$ cat src/rtl/lcd_pwr_pkg.sv
// Shared definitions for the LCD power sequencer: register numbers,
// program entry points and the step descriptor.
// Assumes an 8-entry register space and 8-bit register data.
package lcd_pwr_pkg;

    localparam int REG_AW = 3;
    localparam int DW     = 8;
    localparam int PC_W   = 6;

    localparam logic [REG_AW-1:0] RA_RES   = 3'd0;
    localparam logic [REG_AW-1:0] RA_PHASE = 3'd1;
    localparam logic [REG_AW-1:0] RA_PWR0  = 3'd3;
    localparam logic [REG_AW-1:0] RA_PWR1  = 3'd4;
    localparam logic [REG_AW-1:0] RA_PANEL = 3'd6;
    localparam logic [REG_AW-1:0] RA_POL   = 3'd7;

    localparam logic [PC_W-1:0] PC_UP    = 6'd0;
    localparam logic [PC_W-1:0] PC_RECFG = 6'd20;
    localparam logic [PC_W-1:0] PC_DOWN  = 6'd23;

    typedef enum logic [2:0] {
        K_WR     = 3'd0,
        K_WAIT   = 3'd1,
        K_DAC    = 3'd2,
        K_END_UP = 3'd3,
        K_END_DN = 3'd4
    } step_kind_e;

    typedef struct packed {
        step_kind_e       kind;
        logic [REG_AW-1:0] addr;
        logic [DW-1:0]     data;   // write data, or DAC value
        logic [DW-1:0]     aux;    // pause length in ms, or DAC base
    } step_t;

    typedef enum logic [1:0] {
        S_IDLE = 2'd0,
        S_RUN  = 2'd1,
        S_MS   = 2'd2,
        S_DAC  = 2'd3
    } seq_state_e;

endpackage

$ cat src/rtl/lcd_pwr_prog.sv
// Step program of the sequencer: maps a program counter to one step.
// Three programs share the space: full power-up from PC_UP, phase and
// resolution reconfiguration from PC_RECFG, power-down from PC_DOWN.
// Assumes the captured phase, resolution and bias bytes are stable while
// a program runs.
module lcd_pwr_prog
    import lcd_pwr_pkg::*;
(
    input  logic [PC_W-1:0] pc,
    input  logic [DW-1:0]   phase_byte,
    input  logic [DW-1:0]   res_byte,
    input  logic [DW-1:0]   bias_byte,
    output step_t           step
);

    function automatic step_t wr(input logic [REG_AW-1:0] a, input logic [DW-1:0] d);
        wr = '{kind: K_WR, addr: a, data: d, aux: '0};
    endfunction

    function automatic step_t pause(input logic [DW-1:0] ms);
        pause = '{kind: K_WAIT, addr: '0, data: '0, aux: ms};
    endfunction

    function automatic step_t dac(input logic [DW-1:0] base, input logic [DW-1:0] v);
        dac = '{kind: K_DAC, addr: '0, data: v, aux: base};
    endfunction

    // Decode the step selected by the program counter
    always_comb begin
        case (pc)
            6'd0:  step = wr(RA_PANEL, 8'h1F);
            6'd1:  step = wr(RA_PWR0,  8'h03);
            6'd2:  step = wr(RA_PWR1,  8'h00);
            6'd3:  step = wr(RA_PWR1,  8'h04);
            6'd4:  step = pause(8'd3);
            6'd5:  step = wr(RA_PWR0,  8'h07);
            6'd6:  step = wr(RA_PANEL, 8'h09);
            6'd7:  step = dac(8'h04, bias_byte);
            6'd8:  step = wr(RA_PWR0,  8'h17);
            6'd9:  step = wr(RA_PWR1,  8'h06);
            6'd10: step = pause(8'd2);
            6'd11: step = wr(RA_PANEL, 8'h01);
            6'd12: step = wr(RA_PWR0,  8'h1F);
            6'd13: step = wr(RA_PWR1,  8'h07);
            6'd14: step = wr(RA_PANEL, 8'h00);
            6'd15: step = wr(RA_PHASE, phase_byte);
            6'd16: step = wr(RA_POL,   8'h00);
            6'd17: step = pause(8'd1);
            6'd18: step = wr(RA_RES,   res_byte);
            6'd19: step = '{kind: K_END_UP, addr: '0, data: '0, aux: '0};
            6'd20: step = wr(RA_PHASE, phase_byte);
            6'd21: step = wr(RA_RES,   res_byte);
            6'd22: step = '{kind: K_END_UP, addr: '0, data: '0, aux: '0};
            6'd23: step = pause(8'd34);
            6'd24: step = wr(RA_PWR1,  8'h06);
            6'd25: step = wr(RA_PANEL, 8'h08);
            6'd26: step = wr(RA_PWR0,  8'h14);
            6'd27: step = dac(8'h14, 8'h00);
            6'd28: step = wr(RA_PWR1,  8'h04);
            6'd29: step = wr(RA_PWR0,  8'h04);
            6'd30: step = wr(RA_PANEL, 8'h1E);
            6'd31: step = wr(RA_PWR0,  8'h00);
            6'd32: step = wr(RA_PWR1,  8'h00);
            default: step = '{kind: K_END_DN, addr: '0, data: '0, aux: '0};
        endcase
    end

endmodule

$ cat src/rtl/lcd_pwr_mstimer.sv
// Millisecond pause timer. A start pulse loads a pause length in ms;
// expire is high in the last cycle of the pause, N*CYCLES_PER_MS cycles
// after the loading edge. Assumes a nonzero pause length.
module lcd_pwr_mstimer #(
    parameter int CYCLES_PER_MS = 250000,
    parameter int MS_W          = 8
) (
    input  logic            clk,
    input  logic            rst_n,
    input  logic            start,
    input  logic [MS_W-1:0] ms_len,
    output logic            expire
);

    localparam int PRE_W = (CYCLES_PER_MS > 1) ? $clog2(CYCLES_PER_MS) : 1;
    localparam logic [PRE_W-1:0] PRE_RELOAD = PRE_W'(CYCLES_PER_MS - 1);

    logic [PRE_W-1:0] pre_q;
    logic [MS_W-1:0]  ms_q;
    logic             active_q;

    assign expire = active_q && (pre_q == '0) && (ms_q == MS_W'(1));

    // Count the prescaler down and step the millisecond counter on wrap
    always_ff @(posedge clk) begin
        if (!rst_n) begin
            pre_q    <= '0;
            ms_q     <= '0;
            active_q <= 1'b0;
        end else if (start) begin
            pre_q    <= PRE_RELOAD;
            ms_q     <= ms_len;
            active_q <= 1'b1;
        end else if (active_q) begin
            if (pre_q == '0) begin
                pre_q <= PRE_RELOAD;
                ms_q  <= ms_q - 1'b1;
                if (ms_q == MS_W'(1)) active_q <= 1'b0;
            end else begin
                pre_q <= pre_q - 1'b1;
            end
        end
    end


    ms_nonzero_chk: assert property (@(posedge clk) disable iff (!rst_n)
        active_q |-> (ms_q != '0));


    reload_chk: assert property (@(posedge clk) disable iff (!rst_n)
        (active_q && !start && pre_q == '0 && ms_q != MS_W'(1)) |=> (pre_q == PRE_RELOAD));

endmodule

$ cat src/rtl/lcd_pwr_seq.sv
// LCD panel power sequencer top. When idle it accepts a power-up or
// power-down request (power-down wins), captures mode, phase and bias,
// and walks the step program: one register write per cycle, millisecond
// pauses through the timer, and DAC steps held until dac_done.
// Assumes the DAC writer raises dac_done only after a dac_start.
module lcd_pwr_seq
    import lcd_pwr_pkg::*;
#(
    parameter int CYCLES_PER_MS = 250000,
    parameter int DEFAULT_BIAS  = 125,
    parameter int QVGA_PHASE    = 9
) (
    input  logic              clk,
    input  logic              rst_n,
    input  logic              pwr_on_req,
    input  logic              pwr_off_req,
    input  logic              vga_sel,
    input  logic              phase_valid,
    input  logic [DW-1:0]     phase_val,
    input  logic              bias_valid,
    input  logic [DW-1:0]     bias_val,
    output logic              busy,
    output logic              reg_wr,
    output logic [REG_AW-1:0] reg_addr,
    output logic [DW-1:0]     reg_data,
    output logic              dac_start,
    output logic [DW-1:0]     dac_base,
    output logic [DW-1:0]     dac_value,
    input  logic              dac_done
);

    localparam logic [DW-1:0] BIAS_DFLT  = DW'(DEFAULT_BIAS);
    localparam logic [DW-1:0] QVGA_PBYTE = DW'(((QVGA_PHASE % 16) * 2) + 1);

    seq_state_e      state_q;
    logic [PC_W-1:0] pc_q;
    logic            inited_q;
    logic [DW-1:0]   phase_q, res_q, bias_q;
    logic [DW-1:0]   phase_nx, res_nx, bias_nx;
    step_t           step;
    logic            ms_start, ms_expire;

    // Derive the bytes to capture from the request-time inputs
    always_comb begin
        if (!vga_sel)         phase_nx = QVGA_PBYTE;
        else if (phase_valid) phase_nx = {3'b000, phase_val[3:0], 1'b1};
        else                  phase_nx = 8'h01;
        res_nx  = vga_sel ? 8'h00 : 8'h01;
        bias_nx = bias_valid ? bias_val : BIAS_DFLT;
    end

    lcd_pwr_prog u_prog (
        .pc         (pc_q),
        .phase_byte (phase_q),
        .res_byte   (res_q),
        .bias_byte  (bias_q),
        .step       (step)
    );

    assign ms_start = (state_q == S_RUN) && (step.kind == K_WAIT);

    lcd_pwr_mstimer #(
        .CYCLES_PER_MS (CYCLES_PER_MS),
        .MS_W          (DW)
    ) u_timer (
        .clk    (clk),
        .rst_n  (rst_n),
        .start  (ms_start),
        .ms_len (step.aux),
        .expire (ms_expire)
    );

    assign busy = (state_q != S_IDLE);

    // Sequence control: accept requests, execute steps, drive outputs
    always_ff @(posedge clk) begin
        if (!rst_n) begin
            state_q   <= S_IDLE;
            pc_q      <= '0;
            inited_q  <= 1'b0;
            phase_q   <= '0;
            res_q     <= '0;
            bias_q    <= '0;
            reg_wr    <= 1'b0;
            reg_addr  <= '0;
            reg_data  <= '0;
            dac_start <= 1'b0;
            dac_base  <= '0;
            dac_value <= '0;
        end else begin
            reg_wr    <= 1'b0;
            dac_start <= 1'b0;
            case (state_q)
                S_IDLE: begin
                    if (pwr_off_req) begin
                        state_q <= S_RUN;
                        pc_q    <= PC_DOWN;
                    end else if (pwr_on_req) begin
                        state_q <= S_RUN;
                        pc_q    <= inited_q ? PC_RECFG : PC_UP;
                        phase_q <= phase_nx;
                        res_q   <= res_nx;
                        bias_q  <= bias_nx;
                    end
                end
                S_RUN: begin
                    case (step.kind)
                        K_WR: begin
                            reg_wr   <= 1'b1;
                            reg_addr <= step.addr;
                            reg_data <= step.data;
                            pc_q     <= pc_q + 1'b1;
                        end
                        K_WAIT: state_q <= S_MS;
                        K_DAC: begin
                            dac_start <= 1'b1;
                            dac_base  <= step.aux;
                            dac_value <= step.data;
                            state_q   <= S_DAC;
                        end
                        K_END_UP: begin
                            inited_q <= 1'b1;
                            state_q  <= S_IDLE;
                        end
                        default: begin
                            inited_q <= 1'b0;
                            state_q  <= S_IDLE;
                        end
                    endcase
                end
                S_MS: begin
                    if (ms_expire) begin
                        pc_q    <= pc_q + 1'b1;
                        state_q <= S_RUN;
                    end
                end
                default: begin
                    if (dac_done) begin
                        pc_q    <= pc_q + 1'b1;
                        state_q <= S_RUN;
                    end
                end
            endcase
        end
    end


    wr_in_busy_chk: assert property (@(posedge clk) disable iff (!rst_n)
        reg_wr |-> busy);


    dac_pulse_chk: assert property (@(posedge clk) disable iff (!rst_n)
        dac_start |=> !dac_start);


    dac_hold_chk: assert property (@(posedge clk) disable iff (!rst_n)
        (state_q == S_DAC && !dac_done) |=> !reg_wr);


    start_by_req_chk: assert property (@(posedge clk) disable iff (!rst_n)
        $rose(busy) |-> $past(pwr_on_req || pwr_off_req));


    off_wins_chk: assert property (@(posedge clk) disable iff (!rst_n)
        (!busy && pwr_off_req) |=> (busy && pc_q == PC_DOWN));

endmodule

$ cat config.mk
export PLATFORM = sky130hd
export DESIGN_NAME = lcd_pwr_seq
export DESIGN_NICKNAME = d
export VERILOG_FILES = /design/src/rtl/lcd_pwr_pkg.sv /design/src/rtl/lcd_pwr_prog.sv /design/src/rtl/lcd_pwr_mstimer.sv /design/src/rtl/lcd_pwr_seq.sv
export SDC_FILE = /design/constraint.sdc
export NUM_CORES = 1
export LEC_CHECK = 0
export BUFFER_PORTS_ARGS = -buffer_cell sky130_fd_sc_hd__buf_2
export CAP_MARGIN = 5
export CELL_PAD_IN_SITES_DETAIL_PLACEMENT = 2
export CELL_PAD_IN_SITES_GLOBAL_PLACEMENT = 2
export CORE_UTILIZATION = 25
export CTS_CLUSTER_SIZE = 14
export DETAILED_ROUTE_END_ITERATION = 8
export PLACE_DENSITY_LB_ADDON = 0.1
export SLEW_MARGIN = 20
export SYNTH_ARGS = -nofsm -noshare
export SYNTH_HDL_FRONTEND = slang
export SYNTH_SLANG_ARGS = --single-unit
$ cat constraint.sdc
create_clock -name clk -period 3.11 [get_ports clk]
set_input_delay 0.1555 -clock clk [delete_from_list [all_inputs] [get_ports clk]]
set_output_delay 0.1555 -clock clk [all_outputs]
set_load 0.02 [all_outputs]
==> metrics.cfg, run 1 <==
[status]
status=finished, final reports clean

[global_route]
grt_antenna_before_repair=0
grt_pass1_wl_um=22500
grt.overflow.total=0
track_usage_pct=17.5
grt_max_degree=34
grt_pass1_vias=4157

[final_layout]
num_antenna_cells=0
drive_gt1_share_pct=18.6
nNetsFinal=581
areaGrowthSynthToFinish_pct=17.5

[timing]
period_share_pct=90.7
hold_viol=0
fin_hold_ws_ps=78.3
tightestPinTransition_ps=778
slew_violations=0
max_slew_margin_pct=48.0
worst_clock_skew_ps=9.60
rsz0062_at_grt=false
max_freq_ghz=0.355
period_minus_slack_ps=2820
setup_ws_ps=289
setup_viol=0
final.setup.tns_ps=0

[route]
firstDrtPassIters=6
antenna_left=0
routed_wl_um=14000
wl_per_cell_um=18.2
via_per_inst=5.04
drtIter0Drc=102
drc_errors=0
dr_total_vias=3880

[clocking]
cts-root-buf=clkbuf_16
cts.path.max_buffers=2
h-tree-depth=3
cts-buffers-inserted=9
hold_buffers=0
clkLatencyLatePin_ps=350
post-cts-setup-buffers=0
path_clk_slew_ps=70
tritoncts=built
cts_resized=0
cts.sink_count=76

[yosys]
netlist_area_sq_um=4160
netlist.top_cell.by_area=dfxtp_1
yosys_warnings=0
ys_types=76
synth-async-reset-ratio_pct=0
ys_seq_area_share_pct=36.6
netlist.area_leader.share_pct=36.6
ys_ff_latch=76
synth_area_leaders=dfxtp_1, nor2_1, a21oi_1
synth_area_per_cell_sq_um=8.20
synthFlopType=dfxtp_1
synth_edf_count=0
synthCells=507

[placed_design]
place.port_buffers=46
dp_hpwl_um=10400
pre_cts_ws_ps=262
place_congestion=0.789

[worst_hold_path]
hp-class=in2reg

[power]
sequentialPowerShare_pct=28.4
peakVddDrop_uv=342
p_clk_share_pct=19.3
p_sw_mw=2.38
p_leak_nw=1.89
power_frac_comb_pct=52.3
swShare_pct=45.6
p_total_mw=5.22
pwr_density_cell_nw_per_um2=1070
internal-power_mw=2.84

[critical_path]
crit_path_end_kind=flip-flop
critPathMaxStageDelay_ps=620
cp_data_arrival_time_ps=3060
cp_common_cell=o221a_1
path_max_fanout=10
crit_type=reg2reg
slowest_stage=or4_1
worst-endpoint-required_ps=3350
worstPathCellList=inv_1 > ha_1 > buf_4 > a2bb2oi_1 > o221a_1 > or4_1 > o211a_1 > o221a_1
startpoint_type=flip-flop
cp.buffers_inverters=2
critPathTopFamily=compound AO/OA/AOI/OAI gates

[floorplan]
start_util_pct=25.9
dieArea_sq_um=17200
pin_count=54
design.core.area_sq_um=16100
rows=46
dieHeight_um=131
dieWidth_um=131

[run]
cap_violations=0

-- flip-flops by register name, indices dropped and copies added, names as in the netlist, 2 cells and up --
| signal | flops |
|---|---|
| u_timer.pre_q | 18 |
| bias_q | 8 |
| phase_q | 5 |
| pc_q | 6 |
| dac_value | 8 |
| u_timer.ms_q | 8 |
| state_q | 2 |
| reg_addr | 3 |
| reg_data | 8 |
| dac_base | 5 |
-- power groups by stage --
stage               registers (mW)  logic, mW  clock network, mW
global route                  1.53       3.01               1.09
floorplan                     1.48       1.91                  0
finish                        1.48       2.73               1.01
detailed placement            1.51       2.76                  0
CTS                           1.49       2.77               1.05
global placement              1.49       2.70                  0
-- layout by cell type, fill, tap and decap left out, drive strengths merged, types with 10 or more instances in the layout --
| cell | n |
|---|---|
| dfxtp | 76 |
| nor2 | 73 |
| buf | 66 |
| nand2 | 39 |
| a21oi | 30 |
| nor3 | 27 |
| nand3 | 18 |
| inv | 18 |
| xnor2 | 13 |
| o21ai | 12 |
| clkbuf | 11 |
| and3 | 10 |
-- layer usage --
layer | wire (um) | vias to the layer above | track usage (%) | part of all wire [%]
li1 | - | 1910 | - | -
met1 | 6300 | 1906 | 20.6 | 45
met2 | 7130 | 52 | 31.4 | 51
met3 | 429 | 12 | 4.32 | 3.1
met4 | 163 | 0 | 4.73 | 1.2
met5 | 0 | - | 0 | 0
-- final cells by class --
cell class / count / area [sq um]
sequential: 76 / 1520
timing repair buffer: 66 / 380
fill: 1892 / 11200
tap: 216 / 270
clock inverter: 4 / 23.8
multi-input combinational: 379 / 2370
clock buffer: 11 / 253
inverter: 18 / 67.6
-- synthesized netlist by cell type, types with 4 or more instances --
library cell and n:
a211oi_1 7, a21oi_1 30, a221oi_1 6, a311oi_1 6
a31oi_1 9, and3_1 10, buf_2 6, buf_4 5
clkbuf_1 18, dfxtp_1 76, ha_1 7, inv_1 15
nand2_1 39, nand2b_1 6, nand3_1 18, nand3b_1 7
nand4_1 7, nor2_1 73, nor2b_1 6, nor3_1 25
nor3b_1 8, nor4_1 6, o211ai_1 4, o21ai_0 10
or3_1 4, xnor2_1 12, xor2_1 8
-- through the flow --
stage | utilization [%] | instance area, sq um | std cells
2_1_floorplan | - | 4170 | 509
3_3_place_gp | 28.7 | 4610 | 755
3_5_place_dp | 28.7 | 4610 | 755
4_1_cts | 30.4 | 4890 | 770
5_1_grt | 30.4 | 4890 | 770
6_report | 30.4 | 4890 | 770
-- cell families after synthesis --
family	after synthesis	synth area share, %
compound gates	113	19.6
other cells	1	0.0902
simple gates	230	29.2
mux	5	1.26
xor+xnor	21	4.60
flops	76	36.6
fa+ha+maj	7	2.11
buf+inv	54	6.59
-- worst paths after layout --
check	to	cells after the start	from	slack [ps]
max reg2reg	pc_q[2]$_SDFFE_PN0P_	8	pc_q[0]$_SDFFE_PN0P_	290
min reg2reg	dac_value[7]$_SDFFE_PN0P_	2	dac_value[7]$_SDFFE_PN0P_	450
min	res_q[0]$_SDFFE_PN0P_	2	vga_sel	80
max	pc_q[2]$_SDFFE_PN0P_	8	pc_q[0]$_SDFFE_PN0P_	290
(Power assumes the default switching activity.)
==> run 2: changes to the inputs <==
SYNTH_HIERARCHICAL = 1   (was not set)
==> run 2 against run 1 <==
Critical path type unchanged. Clock skew grew 3.4 ps. Worst hold slack got worse by 12 ps. Clock power up 9.9%. Critical endpoint is now pc_q[5]$_SDFFE_PN0P_. Die area is 6.1% higher. Synthesized cell count is 8.7% higher. Largest cell class unchanged. Non-clock buffer count is 6 higher. Via count is 11% higher. Cell count is 8.3% higher. Total power rose by 3.3%. First-iteration DRC count grew 97%. Global-route usage grew 0.83 points. Largest power group unchanged. Fmax shrank 4.2%.
==> metrics.cfg, run 2 <==
[final_layout]
nFillCells=2014  ; +6.4%
largest_reg_flops=18  ; unchanged
mostFrequentLayoutCells=dfxtp_1, nand2_1, nor2_1
fin_util_pct=30.4  ; -0.052 points
nNetsFinal=633  ; +9.0%
num_antenna_cells=0  ; unchanged
drive_gt1_share_pct=18.7  ; +0.13 points
areaGrowthSynthToFinish_pct=19.0
layout_commonest_cell=dfxtp_1
top_register=u_timer/pre_q

[floorplan]
design.core.area_sq_um=17300  ; +7.7%
pin_count=54  ; unchanged
start_util_pct=25.5  ; -0.37 points
dieWidth_um=135  ; +3.0%
dieArea_sq_um=18200  ; +6.1%
dieHeight_um=135  ; +3.0%
rows=48  ; +4.3%

[critical_path]
critPathMaxStageDelay_ps=680  ; +60 ps
critPathTopFamily=simple AND/OR/NAND/NOR gates
worst-endpoint-required_ps=3350  ; about the same
worstPathCellList=or4_4 > or4b_2 > nor3_1 > or3b_2 > nand3_2 > o31a_1 > o221a_2
crit_path_end_kind=flip-flop
cp_data_arrival_time_ps=3180  ; +120 ps
crit_type=reg2reg
path_max_fanout=8  ; -2
slowest_stage=or4b_2
startpoint_type=flip-flop
cp.buffers_inverters=0  ; -2

[power]
power_frac_comb_pct=51.5  ; -0.8 points
p_total_mw=5.39  ; +3.3%
internal-power_mw=2.91  ; +2.6%
p_sw_mw=2.48  ; +4.2%
peakVddDrop_uv=427  ; +25%
swShare_pct=46.0  ; +0.40 points
sequentialPowerShare_pct=27.9  ; -0.5 points
p_clk_share_pct=20.6  ; +1.3 points
pwr_density_cell_nw_per_um2=1030  ; -3.9%
p_leak_nw=2.01  ; +6.8%

[timing]
period_share_pct=94.7  ; +4.0 points
worst_clock_skew_ps=13.0  ; +3.44 ps
final.setup.tns_ps=0  ; unchanged
setup_viol=0  ; unchanged
hold_viol=0  ; unchanged
fin_hold_ws_ps=66.4  ; -11.9 ps
setup_ws_ps=165  ; -124 ps
max_slew_margin_pct=40.7  ; -7.3 points
period_minus_slack_ps=2940  ; +124 ps
slew_violations=0  ; unchanged
max_freq_ghz=0.340  ; -4.2%
rsz0062_at_grt=false
tightestPinTransition_ps=888  ; +109 ps

[yosys]
synth-async-reset-ratio_pct=0  ; unchanged
ys_seq_area_share_pct=35.8  ; -0.77 points
synthFlopType=dfxtp_1
yosys_warnings=6  ; +6
netlist.area_leader.share_pct=35.8  ; -0.77 points
ys_types=74  ; -2.6%
netlist.top_cell.by_area=dfxtp_1
synth_edf_count=0  ; unchanged
ys_ff_latch=79  ; +3.9%
synthTopCellsByCount=dfxtp_1, nand2_1, nor2_1
synthCells=551  ; +8.7%
synth.most_common_cell=dfxtp_1
netlist_area_sq_um=4410  ; +6.2%
synth_area_leaders=dfxtp_1, nand2_1, nor2_1
synth_area_per_cell_sq_um=8.01  ; -2.3%

[placed_design]
pre_cts_ws_ps=150  ; -112 ps
dp_hpwl_um=11300  ; +9.3%
place_congestion=0.732  ; -7.2%
place.port_buffers=49  ; +6.5%

[global_route]
grt_max_degree=47  ; +38%
grt_antenna_before_repair=0  ; unchanged
grt_pass1_wl_um=25700  ; +14%
track_usage_pct=18.3  ; +0.83 points
grt.overflow.total=0  ; unchanged
grt_pass1_vias=4568  ; +9.9%

[route]
dr_total_vias=4313  ; +11%
drtIter0Drc=201  ; +97%
antenna_left=0  ; unchanged
drc_errors=0  ; unchanged
wl_per_cell_um=19.1  ; +4.6%
routed_wl_um=15900  ; +13%
via_per_inst=5.17  ; +2.6%
firstDrtPassIters=4  ; -2

[clocking]
h-tree-depth=3  ; unchanged
cts.sink_count=79  ; +3.9%
cts-buffers-inserted=9  ; unchanged
post-cts-setup-buffers=0  ; unchanged
cts-root-buf=clkbuf_16
cts.path.max_buffers=2  ; unchanged
path_clk_slew_ps=70  ; about the same
clkLatencyLatePin_ps=350  ; about the same
tritoncts=built

[status]
status=finished, final reports clean

[run]
cap_violations=0  ; unchanged

[worst_hold_path]
hp-class=in2reg

## run 2: cell types whose count changed in the layout (fill, tap and decap cells not counted), sizes merged, moves of 6 or more
cell,change
nand2,+33
conb,+10
buf,+6
nor2,-18
xnor2,-11
nand4,+8
a21oi,+9
a221oi,-6
mux2i,+11
## run 2: cells by family (layout without fill, tap and decap cells)
| kind of cell | count (synthesis) | after routing | share of synthesized area (%) |
|---|---|---|---|
| and+or+nand+nor | 257 | 257 | 31.0 |
| AOI/OAI and AO/OA | 127 | 127 | 20.2 |
| DFF | 79 | 79 | 35.8 |
| buffers and inverters | 57 | 104 | 6.35 |
| muxes | 14 | 14 | 3.17 |
| xor gates and xnor gates | 11 | 11 | 2.18 |
| adders and majority gates | 4 | 4 | 1.13 |
| other | 2 | 13 | 0.170 |
## run 2: final timing paths
kind / cells past startpoint / start / slack (ps) / endpoint
setup / recovery: 7 / u_timer/ms_q[3]$_SDFFE_PN0P_ / 170 / pc_q[5]$_SDFFE_PN0P_
hold / removal: 2 / vga_sel / 70 / res_q[0]$_SDFFE_PN0P_
setup reg to reg: 7 / u_timer/ms_q[3]$_SDFFE_PN0P_ / 170 / pc_q[5]$_SDFFE_PN0P_
hold reg to reg: 2 / phase_q[2]$_SDFFE_PN0P_ / 450 / phase_q[2]$_SDFFE_PN0P_
## run 2: power groups by stage
stage	logic [mW]	clock network, mW	registers, mW
floorplan	1.93	0	1.48
global placement	2.71	0	1.50
detailed placement	2.78	0	1.52
CTS	2.80	1.15	1.50
global route	3.08	1.19	1.54
finish	2.77	1.11	1.51
## run 2: metal layers
layer / global-route usage, % / up-vias / routed length, um
li1: - / 2096 / -
met1: 24.1 / 2147 / 7760
met2: 30.1 / 57 / 7370
met3: 3.60 / 13 / 557
met4: 5.68 / 0 / 212
met5: 0 / - / 0
## run 2: what timing repair did
item                                    CTS  global route
hold buffers                              0             0
resized for setup                         0             2
hold endpoints to repair                  0             0
endpoints found under the setup margin    0            16
## run 2: stage by stage
stage	std cells	area (sq um)
6_report	834	5250
5_1_grt	834	5250
4_1_cts	834	5250
3_5_place_dp	819	4950
3_3_place_gp	819	4950
2_1_floorplan	562	4460
## run 2: layout make-up
| type | count | area (sq um) | share of cell area [%] |
|---|---|---|---|
| Clock buffer | 10 | 239 | 4.55 |
| Clock inverter | 5 | 57.6 | 1.10 |
| Inverter | 17 | 63.8 | 1.21 |
| Multi-Input combinational cell | 426 | 2600 | 49.5 |
| Sequential cell | 79 | 1580 | 30.1 |
| Tap cell | 225 | 282 | 5.36 |
| Timing Repair Buffer | 72 | 430 | 8.19 |
